<file path="src/rtl/anc_sum_pkg.sv">
package anc_sum_pkg;
  // strobes from the parser to the datapath
  typedef struct packed {
    logic sumLoad;   // start a new sum with this word
    logic sumAdd;    // add this word to the sum
    logic useCalc;   // put the computed checksum on the output
    logic raiseErr;  // flag a checksum mismatch
  } strobe_t;

  typedef enum logic [2:0] {
    SEEK0, SEEK1, SEEK2, GET_DID, GET_SDID, GET_DC, GET_UDW, GET_SUM
  } pstate_t;
endpackage

</file>
<file path="src/rtl/anc_sum_ctrl.sv">
module anc_sum_ctrl
  import anc_sum_pkg::*;
#(
  parameter int WORD_W = 10
) (
  input  logic              clk,
  input  logic              rstN,
  input  logic [WORD_W-1:0] inWord,
  input  logic              inValid,
  input  logic              attachIn,
  input  logic              forceFix,
  input  logic              sumMatch,
  output strobe_t           stb
);
  localparam int CNT_W = WORD_W - 2;
  localparam logic [WORD_W-1:0] FLAG_LO = '0;
  localparam logic [WORD_W-1:0] FLAG_HI = '1;

  pstate_t state, stateNxt;
  logic [CNT_W-1:0] cnt, cntNxt;

  always_comb begin
    stb      = '0;
    stateNxt = state;
    cntNxt   = cnt;
    if (inValid) begin
      case (state)
        SEEK0: if (inWord == FLAG_LO) stateNxt = SEEK1;
        SEEK1: begin
          if (inWord == FLAG_HI)      stateNxt = SEEK2;
          else if (inWord == FLAG_LO) stateNxt = SEEK1;
          else                        stateNxt = SEEK0;
        end
        SEEK2: begin
          if (inWord == FLAG_HI)      stateNxt = GET_DID;
          else if (inWord == FLAG_LO) stateNxt = SEEK1;
          else                        stateNxt = SEEK0;
        end
        GET_DID: begin
          stb.sumLoad = 1'b1;
          stateNxt    = GET_SDID;
        end
        GET_SDID: begin
          stb.sumAdd = 1'b1;
          stateNxt   = GET_DC;
        end
        GET_DC: begin
          stb.sumAdd = 1'b1;
          cntNxt     = inWord[CNT_W-1:0];
          stateNxt   = (inWord[CNT_W-1:0] == '0) ? GET_SUM : GET_UDW;
        end
        GET_UDW: begin
          stb.sumAdd = 1'b1;
          cntNxt     = cnt - 1'b1;
          stateNxt   = (cnt == CNT_W'(1)) ? GET_SUM : GET_UDW;
        end
        GET_SUM: begin
          stateNxt = SEEK0;
          if (!attachIn)       stb.useCalc  = 1'b1;
          else if (!sumMatch) begin
            if (forceFix)      stb.useCalc  = 1'b1;
            else               stb.raiseErr = 1'b1;
          end
        end
        default: stateNxt = SEEK0;
      endcase
    end
  end

  always_ff @(posedge clk) begin
    if (!rstN) begin
      state <= SEEK0;
      cnt   <= '0;
    end else begin
      state <= stateNxt;
      cnt   <= cntNxt;
    end
  end

  AST_UDW_COUNT_LIVE: assert property (@(posedge clk) disable iff (!rstN)
    state == GET_UDW |-> cnt != '0);
  AST_SUM_ENDS_PACKET: assert property (@(posedge clk) disable iff (!rstN)
    (inValid && state == GET_SUM) |=> state == SEEK0);
  AST_IDLE_HOLDS_STATE: assert property (@(posedge clk) disable iff (!rstN)
    !inValid |=> $stable(state));
endmodule

</file>
<file path="src/rtl/anc_sum_path.sv">
module anc_sum_path
  import anc_sum_pkg::*;
#(
  parameter int WORD_W = 10
) (
  input  logic              clk,
  input  logic              rstN,
  input  logic [WORD_W-1:0] inWord,
  input  logic              inValid,
  input  logic              errClear,
  input  strobe_t           stb,
  output logic              sumMatch,
  output logic [WORD_W-1:0] outWord,
  output logic              outValid,
  output logic              sumErr
);
  localparam int SUM_W = WORD_W - 1;

  logic [SUM_W-1:0]  sum;
  logic [WORD_W-1:0] calcWord;

  assign calcWord = {~sum[SUM_W-1], sum};
  assign sumMatch = (inWord == calcWord);

  always_ff @(posedge clk) begin
    if (!rstN) begin
      sum      <= '0;
      outWord  <= '0;
      outValid <= 1'b0;
      sumErr   <= 1'b0;
    end else begin
      if (stb.sumLoad)     sum <= inWord[SUM_W-1:0];
      else if (stb.sumAdd) sum <= sum + inWord[SUM_W-1:0];
      outValid <= inValid;
      if (inValid) outWord <= stb.useCalc ? calcWord : inWord;
      if (stb.raiseErr)    sumErr <= 1'b1;
      else if (errClear)   sumErr <= 1'b0;
    end
  end

  AST_VALID_FOLLOWS: assert property (@(posedge clk) disable iff (!rstN)
    inValid |=> outValid);
  AST_GAP_QUIET: assert property (@(posedge clk) disable iff (!rstN)
    !inValid |=> (!outValid && $stable(outWord)));
  AST_ERR_STICKY: assert property (@(posedge clk) disable iff (!rstN)
    (sumErr && !errClear) |=> sumErr);
  AST_INSERT_PARITY: assert property (@(posedge clk) disable iff (!rstN)
    (inValid && stb.useCalc) |=> outWord[WORD_W-1] != outWord[WORD_W-2]);
  AST_ERR_NEEDS_MISMATCH: assert property (@(posedge clk) disable iff (!rstN)
    stb.raiseErr |-> !sumMatch);
endmodule

</file>
<file path="src/rtl/anc_sum_top.sv">
module anc_sum_top
  import anc_sum_pkg::*;
#(
  parameter int WORD_W = 10
) (
  input  logic              clk,
  input  logic              rstN,
  input  logic [WORD_W-1:0] inWord,
  input  logic              inValid,
  input  logic              attachIn,
  input  logic              forceFix,
  input  logic              errClear,
  output logic [WORD_W-1:0] outWord,
  output logic              outValid,
  output logic              sumErr
);
  strobe_t stb;
  logic    sumMatch;

  anc_sum_ctrl #(.WORD_W(WORD_W)) u_ctrl (
    .clk(clk), .rstN(rstN), .inWord(inWord), .inValid(inValid),
    .attachIn(attachIn), .forceFix(forceFix), .sumMatch(sumMatch), .stb(stb)
  );

  anc_sum_path #(.WORD_W(WORD_W)) u_path (
    .clk(clk), .rstN(rstN), .inWord(inWord), .inValid(inValid),
    .errClear(errClear), .stb(stb), .sumMatch(sumMatch),
    .outWord(outWord), .outValid(outValid), .sumErr(sumErr)
  );
endmodule

</file>
<file path="config.mk">
export PLATFORM = sky130hd
export DESIGN_NAME = anc_sum_top
export DESIGN_NICKNAME = d
export VERILOG_FILES = /design/src/rtl/anc_sum_pkg.sv /design/src/rtl/anc_sum_ctrl.sv /design/src/rtl/anc_sum_path.sv /design/src/rtl/anc_sum_top.sv
export SDC_FILE = /design/constraint.sdc
export NUM_CORES = 1
export LEC_CHECK = 0
export ABC_AREA = 1
export BUFFER_PORTS_ARGS = -buffer_cell sky130_fd_sc_hd__buf_2
export CORE_ASPECT_RATIO = 1.2
export CORE_MARGIN = 10
export CORE_UTILIZATION = 52
export CTS_CLUSTER_SIZE = 12
export DETAILED_ROUTE_END_ITERATION = 8
export GPL_TIMING_DRIVEN = 0
export PLACE_DENSITY_LB_ADDON = 0.12
export SYNTH_ARGS = -nofsm -noshare
export SYNTH_HDL_FRONTEND = slang
export SYNTH_SLANG_ARGS = --single-unit
</file>
<file path="constraint.sdc">
create_clock -name clk -period 1.6 [get_ports clk]
set_input_delay 0.16 -clock clk [delete_from_list [all_inputs] [get_ports clk]]
set_output_delay 0.16 -clock clk [all_outputs]
set_load 0.01 [all_outputs]
</file>
[Word level (Yosys, flattened, before mapping)]
Cells that the tools add are included.
Operators by class
  add/subtract/negate cells: 2
  equal/unequal tests: 11
  mux-type cells: 22
  bitwise logic cells: 1
  reductions and logical operators: 9
Operators by type and width (number)
  3-bit case mux with 8 select lines: 1
  9-bit two-way mux: 2
  8-bit case mux with 2 select lines: 1
  3-bit equality test (second input constant): 4
  1-bit two-way mux: 11
  10-bit equality test: 1
  10-bit equality test (second input constant): 1
  10-bit zero test: 1
  10-bit two-way mux: 1
  9-bit adder: 1
  8-bit by 1-bit equality test with 1-bit output (second input constant): 1
  8-bit zero test: 1
  8-bit by 1-bit subtractor with 8-bit output (second input constant): 1
  3-bit by 2-bit equality test with 1-bit output (second input constant): 2
  2-bit two-way mux: 3
  3-bit two-way mux: 2
  2-bit nonzero test: 3
  4-bit two-way mux: 1
  2-bit AND reduction: 2
  3-bit by 1-bit equality test with 1-bit output (second input constant): 1
  3-bit zero test: 1
  3-bit OR reduction: 1
  2-bit by 1-bit inequality test with 1-bit output (second input constant): 1
  1-bit NOT: 1
Storage, ports and cells
  flip-flop bits (word level): 32
  bits of input ports: 16

[Longest topological paths before layout]
Gate-level depths: netlist of run 1.
  depth in word-level cells: 8
  gate-level depth with buffers: 10
  depth with buffers taken out: 10

[By module]
Synthesis of run 1 repeated with hierarchy kept, for this count alone.
Second synthesis, totals
  cell total of the unflattened synthesis: 338
  area total of the unflattened synthesis: 2219.6 um^2
Modules (own cells, without submodules)
  anc_sum_path: times used 1, cells each 187, area each 1335.0 um^2, sequential area each 420.4 um^2
  anc_sum_ctrl: times used 1, cells each 151, area each 884.6 um^2, sequential area each 220.2 um^2

[Least setup slack after synthesis of run 1]
No wires, ideal clock.
  kind: flip-flop to flip-flop
  from: reg u_path.sum[4]
  to: reg u_path.outWord[1]
  data arrival time: 1.437 ns
  required time: 1.466 ns
  setup slack: 0.029 ns
  stages on the path, launching flop included: 10
  path buffers: 0
  period minus slack after synthesis: 1.571 ns
  cell sequence: dfxtp_1 -> ha_1 -> nor2_1 -> nand2_1 -> nor2_1 -> nand3_2 -> nand2_2 -> nand2_1 -> nand3_1 -> a21oi_1
On the way
  cells in the longest elaborated chain, start to end: 6
Ends and longest elaborated chain
  start: declaration: line anc_sum_path.sv:19  | logic [SUM_W-1:0] sum;
  start signal: assignment: line anc_sum_path.sv:32  | if (stb.sumLoad) sum <= inWord[SUM_W-1:0];
  start signal: assignment: line anc_sum_path.sv:33  | else if (stb.sumAdd) sum <= sum + inWord[SUM_W-1:0];
  10-bit equality test: line anc_sum_path.sv:23  | assign sumMatch = (inWord == calcWord);
  2-bit two-way mux: line anc_sum_ctrl.sv:60  | else if (!sumMatch) begin
  1-bit two-way mux: line anc_sum_ctrl.sv:59  | if (!attachIn) stb.useCalc = 1'b1;
  2-bit two-way mux: line anc_sum_ctrl.sv:27  | case (state)
  4-bit two-way mux: line anc_sum_ctrl.sv:26  | if (inValid) begin
  10-bit two-way mux: line anc_sum_path.sv:35  | if (inValid) outWord <= stb.useCalc ? calcWord : inWord;
  end signal: assignment: line anc_sum_path.sv:35
  end: declaration: line anc_sum_path.sv:13  | output logic [WORD_W-1:0] outWord,
Every way passes these cells.
A chain may end at the register's enable or synchronous reset.

[Worst setup path after layout of run 1]
  from: reg u_path.sum[4]
  to: reg u_path.outWord[3]
The elaborated chain is that of the path after synthesis.

==> results by group, run 1 <==
Placed design
  – Placed Cells: 439
  – Post-DP HPWL: 4.67 mm
  – Number of I/O port buffers: 26
  – Place WS: -376 ps
  – Post-Place Cell Area: 2430 um^2
  – Gpl congestion: 0.898

Yosys
  – Register area share after synthesis: 28.7%
  – Area fraction of the dominant cell type after synthesis: 28.7%
  – Post-synthesis register bit count: 32
  – Synthesized area per cell: 6.26 um^2
  – Ranking of synthesized cells by area: dfxtp_1 (29%), nand2_1 (17%), a21oi_1 (8.7%)
  – Post-Syn Area: 2230 um^2
  – Post-Syn Instances: 357
  – Unique cell type count in the Yosys netlist: 27
  – Yosys top cell by area: dfxtp_1
  – Syn_nets: 384
  – Warnings, synthesis: 0

Final layout
  – Most frequent cells in the layout: nand2_1 (91), inv_1 (48), a21oi_1 (39)
  – Nets@finish: 424
  – Design Area, Final: 2820 um^2
  – Commonest non-fill, non-tap cell in the layout: nand2_1
  – Non-filler cells, final: 453
  – Diode count: 0
  – Fill count: 359
  – Fraction of layout cells with a size suffix above 1: 25.2%
  – Syn-to-layout area delta: 26.3%

Detailed routing
  – Starting DRT DRC Count: 216
  – Vias: 2412
  – Routed WL: 6.51 mm
  – Routed Antenna Nets: 0
  – DR WL/cell: 14.4 um
  – # DRC: 0
  – DR vias/cell: 5.32
  – Drt pass-1 iters: 4

Clock tree
  – Clock Sinks: 32
  – Clk_lat worst skew: 280 ps
  – CTS tree: yes
  – Num CTS Buffers: 5
  – Number of H-tree levels: 2
  – Root Driver: clkbuf_8
  – Clk buf depth: 2
  – Clock slew at reported path FFs: 70 ps

Global routing
  – Grt total ovfl: 0
  – Total Routing Usage GR: 17.9%
  – Global-route wire length before repair: 10.9 mm
  – Largest net degree at the start of global routing: 12
  – Antenna violations before repair: 0
  – Number of global-route vias before repair: 2341

Timing
  – Min Hold Slack: 121 ps
  – Final slew viol count: 0
  – RSZ-0062 raised after global routing: yes
  – Final setup fails: 2
  – Skew final: 8.95 ps
  – Tmin final: 1620 ps
  – Max Freq: 619 MHz
  – Max-slew headroom: 62.8%
  – Crit path setup slack, layout: -16.1 ps
  – Fin crit share: 101%
  – Final hold vios: 0
  – Slew @ Worst Pin: 558 ps

Pwr
  – Pwr Total: 0.00162 W
  – Total power per unit cell area: 575 nW/um^2
  – Switching part of the total: 27.0%
  – P_int: 0.00118 W
  – Sequential share of power: 50.1%
  – Static leakage: 1.29 nW
  – Worst vdd ir: 0.320 mV
  – Clock power share: 35.9%
  – Net Switching: 0.000439 W
  – Combinational share of power: 14.0%

Floorplan
  – Chip width: 79.8 um
  – Core Region: 4200 um^2
  – # IOs: 28
  – Row count: 26
  – Die height: 91.8 um
  – Die footprint: 7330 um^2
  – Initial Util: 53.2%

Critical path
  – Crit path max fanout: 6
  – Critical path class: flip-flop to flip-flop
  – CP max-delay cell: dfxtp_4
  – CP most frequent cell: nor2_4
  – Worst-path cell chain: ha_4 -> nor2_4 -> nand2_2 -> nor2_4 -> nand3_4 -> nand2_4 -> nand2_1 -> nand3_2 -> a21oi_1
  – Crit path max-delay family: simple AND/OR/NAND/NOR gates
  – CP startpoint kind: flip-flop
  – Bufs and invs on worst path: 0
  – CP required: 1750 ps
  – CP Data Arrival Time: 1770 ps
  – CP peak stage delay: 360 ps
  – Setup crit end kind: flip-flop

Run status
  – Failing checks: setup timing
  – Status: finished with violations

Min path
  – Worst min-delay path class: input port to flip-flop

Run
  – Max-cap violations: 0
[cell type report]
class                   instances  area [um^2]  area share [%]
clock inverters                 1         5.00           0.177
clock buffers                   6         72.6            2.57
multi-input cells             266         1580            56.1
well taps                      56         70.1            2.48
plain buffers                  11         61.3            2.17
flip-flops and latches         32          662            23.4
inverters                      50          188            6.65
repair buffers                 31          180            6.38
[synthesized netlist by cell type (all sizes together)]
library cell  number
nand3b             2
xor2               6
a31oi              4
fa                 1
nand2            105
clkbuf             4
buf                7
nor3               5
nand3             33
a21oi             43
dfxtp             32
nand4              6
ha                10
o21ai             14
or2                2
a221oi             1
nor2              31
inv               50
nor3b              1
[cells by family after synthesis]
family                   count (synthesis)  share of synthesized area (%)
flip-flops                              32                           28.7
adder cells (fa/ha/maj)                 11                           6.49
AO/OA/AOI/OAI                           62                           14.9
AND/OR/NAND/NOR                        185                           36.4
XOR/XNOR                                 6                           2.35
buffers and inverters                   61                           11.1
[repair_timing]
item | CTS | global route
hold buffers | 0 | 0
pin swaps | 4 | 14
endpoints found under the setup margin | 15 | 25
gates resized for setup | 25 | 33
cloned | 2 | 0
setup buffers | 1 | 4
[flip-flops by register name, summed over array words and instances (netlist names)]
name,flops
u_path.outWord,10
u_path.sumErr,1
u_ctrl.cnt,8
u_path.outValid,1
u_ctrl.state,3
u_path.sum,9
[power by group through the flow]
| stage | logic, W | registers, W | clock network, W |
|---|---|---|---|
| finish | 0.000228 | 0.000813 | 0.000583 |
| global route | 0.000254 | 0.000813 | 0.000632 |
| CTS | 0.000207 | 0.000817 | 0.000590 |
| detailed placement | 0.000188 | 0.000837 | 0 |
| global placement | 0.000185 | 0.000837 | 0 |
| floorplan | 0.000103 | 0.000844 | 0 |
[worst paths after layout]
check                    start           endpoint  slack [ps]  cells after the start
max              u_path.sum[4]  u_path.outWord[3]         -20                      9
min reg2reg  u_path.outWord[6]  u_path.outWord[6]         460                      2
max reg2reg      u_path.sum[4]  u_path.outWord[3]         -20                      9
min                   errClear      u_path.sumErr         120                      3
[worst min-delay path: cells and delay by family]
kind	cells	cell delay [ps]
buffers and inverters	1	70
AND/OR/NAND/NOR	2	130
[routing by layer]
| metal | track usage [%] | wire length (um) | vias to the layer above |
|---|---|---|---|
| li1 | - | - | 1236 |
| met1 | 20.2 | 2570 | 1094 |
| met5 | 0 | 0 | - |
| met2 | 31.7 | 3500 | 70 |
| met3 | 3.42 | 334 | 12 |
| met4 | 7.65 | 102 | 0 |
[stage by stage]
step / setup TNS [ps] / utilization (%)
final: -16.7 / 67.3
after global routing: -835 / 67.3
after CTS: 0 / 63.5
after detailed placement: -3520 / 58.0
after global placement: -2800 / 58.0
after floorplan: 0 / -
Power figures use the tool's default switching activity.
==> run 2: changes to the inputs <==
- PLACE_DENSITY: unset -> 0.76
- PLACE_DENSITY_LB_ADDON: 0.12 -> unset
==> run 2 against run 1 <==
Against the previous run: hold slack better by 8.8 ps; largest power group unchanged; sequential cell count stayed put; the run now ends clean; via count is 2.8% higher; critical path depth stayed put; power is 6.7% higher; sequential power hardly changed; final cell count is 1.8% higher; maximum frequency is 1.4% higher; register-to-register slack better by 20 ps.
==> results by group, run 2 (synthesized netlist as in run 1, its figures left out) <==
Run status
  – Status: complete, no violations

Pwr
  – Worst vdd ir: 0.301 mV (-5.8%)
  – Static leakage: 1.33 nW (+3.2%)
  – Total power per unit cell area: 596 nW/um^2 (+3.7%)

Detailed routing
  – Starting DRT DRC Count: 150 (-31%)
  – DR WL/cell: 14.2 um (-1.0%)
  – DR vias/cell: 5.38 (+1.0%)
  – Drt pass-1 iters: 5 (+1)
  – Vias: 2480 (+2.8%)
  – Routed WL: 6.56 mm (+0.72%)
  – # DRC: 0 (unchanged)
  – Routed Antenna Nets: 0 (unchanged)

Timing
  – Tmin final: 1590 ps (-22.6 ps)
  – Fin crit share: 99.6% (-1.4 points)
  – Final slew viol count: 0 (unchanged)
  – Slew @ Worst Pin: 598 ps (+39.8 ps)
  – Skew final: 4.35 ps (-4.61 ps)
  – Max Freq: 628 MHz (+1.4%)
  – Setup Total Neg Slack: 0 ps (+16.7 ps)
  – Max-slew headroom: 60.1% (-2.7 points)
  – Final setup fails: 0 (-2)
  – Min Hold Slack: 130 ps (+8.81 ps)
  – Final hold vios: 0 (unchanged)
  – RSZ-0062 raised after global routing: yes

Clock tree
  – Clk_lat worst skew: 280 ps (about the same)
  – CTS tree: yes
  – Num CTS Buffers: 5 (unchanged)
  – Number of H-tree levels: 2 (unchanged)
  – Clock slew at reported path FFs: 70 ps (about the same)
  – Clock Sinks: 32 (unchanged)
  – Clk buf depth: 2 (unchanged)
  – Root Driver: clkbuf_8

Critical path
  – CP Data Arrival Time: 1810 ps (+40 ps)
  – CP required: 1810 ps (+60 ps)
  – Reg2Reg Setup Slack: 7 ps (+20 ps)
  – CP peak stage delay: 370 ps (about the same)
  – CP startpoint kind: flip-flop
  – Bufs and invs on worst path: 1 (+1)
  – Crit path max-delay family: simple AND/OR/NAND/NOR gates
  – CP max-delay cell: dfxtp_2
  – Crit path max fanout: 6 (unchanged)
  – Setup crit end kind: flip-flop
  – Worst-path cell chain: ha_4 -> nor2_4 -> nand2_2 -> nor2_4 -> nand3_4 -> buf_4 -> nand3_1 -> nand3_1 -> a21oi_1
  – Critical path class: flip-flop to flip-flop

Floorplan
  – Chip width: 79.8 um (unchanged)
  – Die height: 91.8 um (unchanged)
  – Initial Util: 53.2% (unchanged)
  – Die footprint: 7330 um^2 (unchanged)
  – Core Region: 4200 um^2 (unchanged)
  – # IOs: 28 (unchanged)
  – Row count: 26 (unchanged)

Placed design
  – Post-DP HPWL: 4.45 mm (-4.8%)
  – Gpl congestion: 0.930 (+3.6%)
  – Number of I/O port buffers: 26 (unchanged)

Final layout
  – Fill count: 351 (-2.2%)
  – Fraction of layout cells with a size suffix above 1: 26.7% (+1.5 points)
  – Max FFs per register: 10 (unchanged)
  – Commonest non-fill, non-tap cell in the layout: nand2_1
  – Most frequent cells in the layout: nand2_1 (96), inv_1 (48), a21oi_1 (37)
  – Biggest register: u_path.outWord
  – Top flop regs: u_path.outWord: 10 flops, u_path.sum: 9 flops, u_ctrl.cnt: 8 flops
  – Nets@finish: 432 (+1.9%)
  – Final core utilization: 69.2% (+1.9 points)
  – Syn-to-layout area delta: 29.9%
  – Diode count: 0 (unchanged)

Global routing
  – Antenna violations before repair: 0 (unchanged)
  – Largest net degree at the start of global routing: 11 (-1)
  – Total Routing Usage GR: 17.9% (-0.070 points)
  – Number of global-route vias before repair: 2324 (-0.73%)
  – Grt total ovfl: 0 (unchanged)
  – Global-route wire length before repair: 10.7 mm (-1.5%)

Min path
  – Worst min-delay path class: input port to flip-flop

Run
  – Max-cap violations: 0 (unchanged)
-- run 2: cell count changes in the layout (fill, tap and decap cells not counted), moves of 2 or more --
cell,previous run,this run
buf_4,4,12
nand2_1,91,96
nand2_2,10,6
buf_6,2,5
a21oi_1,39,37
a21oi_2,4,6
clkbuf_8,5,7
nand2_4,5,3
-- run 2: worst paths after layout --
check	startpoint	to	cells after the start
hold reg to reg	u_path.outWord[6]	u_path.outWord[6]	2
setup / recovery	u_path.sum[7]	u_path.outWord[4]	9
hold / removal	errClear	u_path.sumErr	3
setup reg to reg	u_path.sum[7]	u_path.outWord[4]	9
-- run 2: report_power, final --
part / switching (W) / leakage [nW] / internal, W
registers: 0.00000730 / 0.266 / 0.000805
clock network: 0.000308 / 0.0503 / 0.000383
logic: 0.000142 / 1.02 / 0.0000858
-- run 2: cell type report --
cell class / count / area (um^2) / share of cell area [%]
inverters: 50 / 188 / 6.47
multi-input cells: 264 / 1560 / 53.6
flip-flops and latches: 32 / 663 / 22.8
well taps: 56 / 70.1 / 2.41
repair buffers: 41 / 267 / 9.18
plain buffers: 11 / 63.8 / 2.20
clock buffers: 7 / 96.3 / 3.32
-- run 2: worst reg2reg max path, delay by kind of cell, from the launching register on --
| family | cells | cell delay, ps |
|---|---|---|
| adder cells (fa/ha/maj) | 1 | 220 |
| buffers and inverters | 1 | 170 |
| AND/OR/NAND/NOR | 6 | 630 |
| AO/OA/AOI/OAI | 1 | 140 |
| flip-flops | 1 | 370 |
-- run 2: stage by stage --
step / worst slack, ps / power (W) / std cells / instance area (um^2)
floorplan: 28.8 / 0.000947 / 357 / 2230
global placement: -273 / 0.00102 / 439 / 2430
detailed placement: -316 / 0.00102 / 439 / 2430
CTS: 9.44 / 0.00171 / 453 / 2710
global route: -61.2 / 0.00181 / 461 / 2900
finish: 6.52 / 0.00173 / 461 / 2900
-- run 2: repair_timing --
item	CTS	global route
resized for setup	24	35
pin swaps	6	14
hold buffers	0	0
buffers inserted	7	8
endpoints found under the hold margin	0	0
setup endpoints to repair	14	22
-- run 2: metal layers --
layer | wire length, um | vias to the layer above | track usage, %
met2 | 3350 | 99 | 31.8
met1 | 2610 | 1115 | 20.4
li1 | - | 1246 | -
met3 | 371 | 20 | 3.13
met5 | 0 | - | 0
met4 | 218 | 0 | 6.76
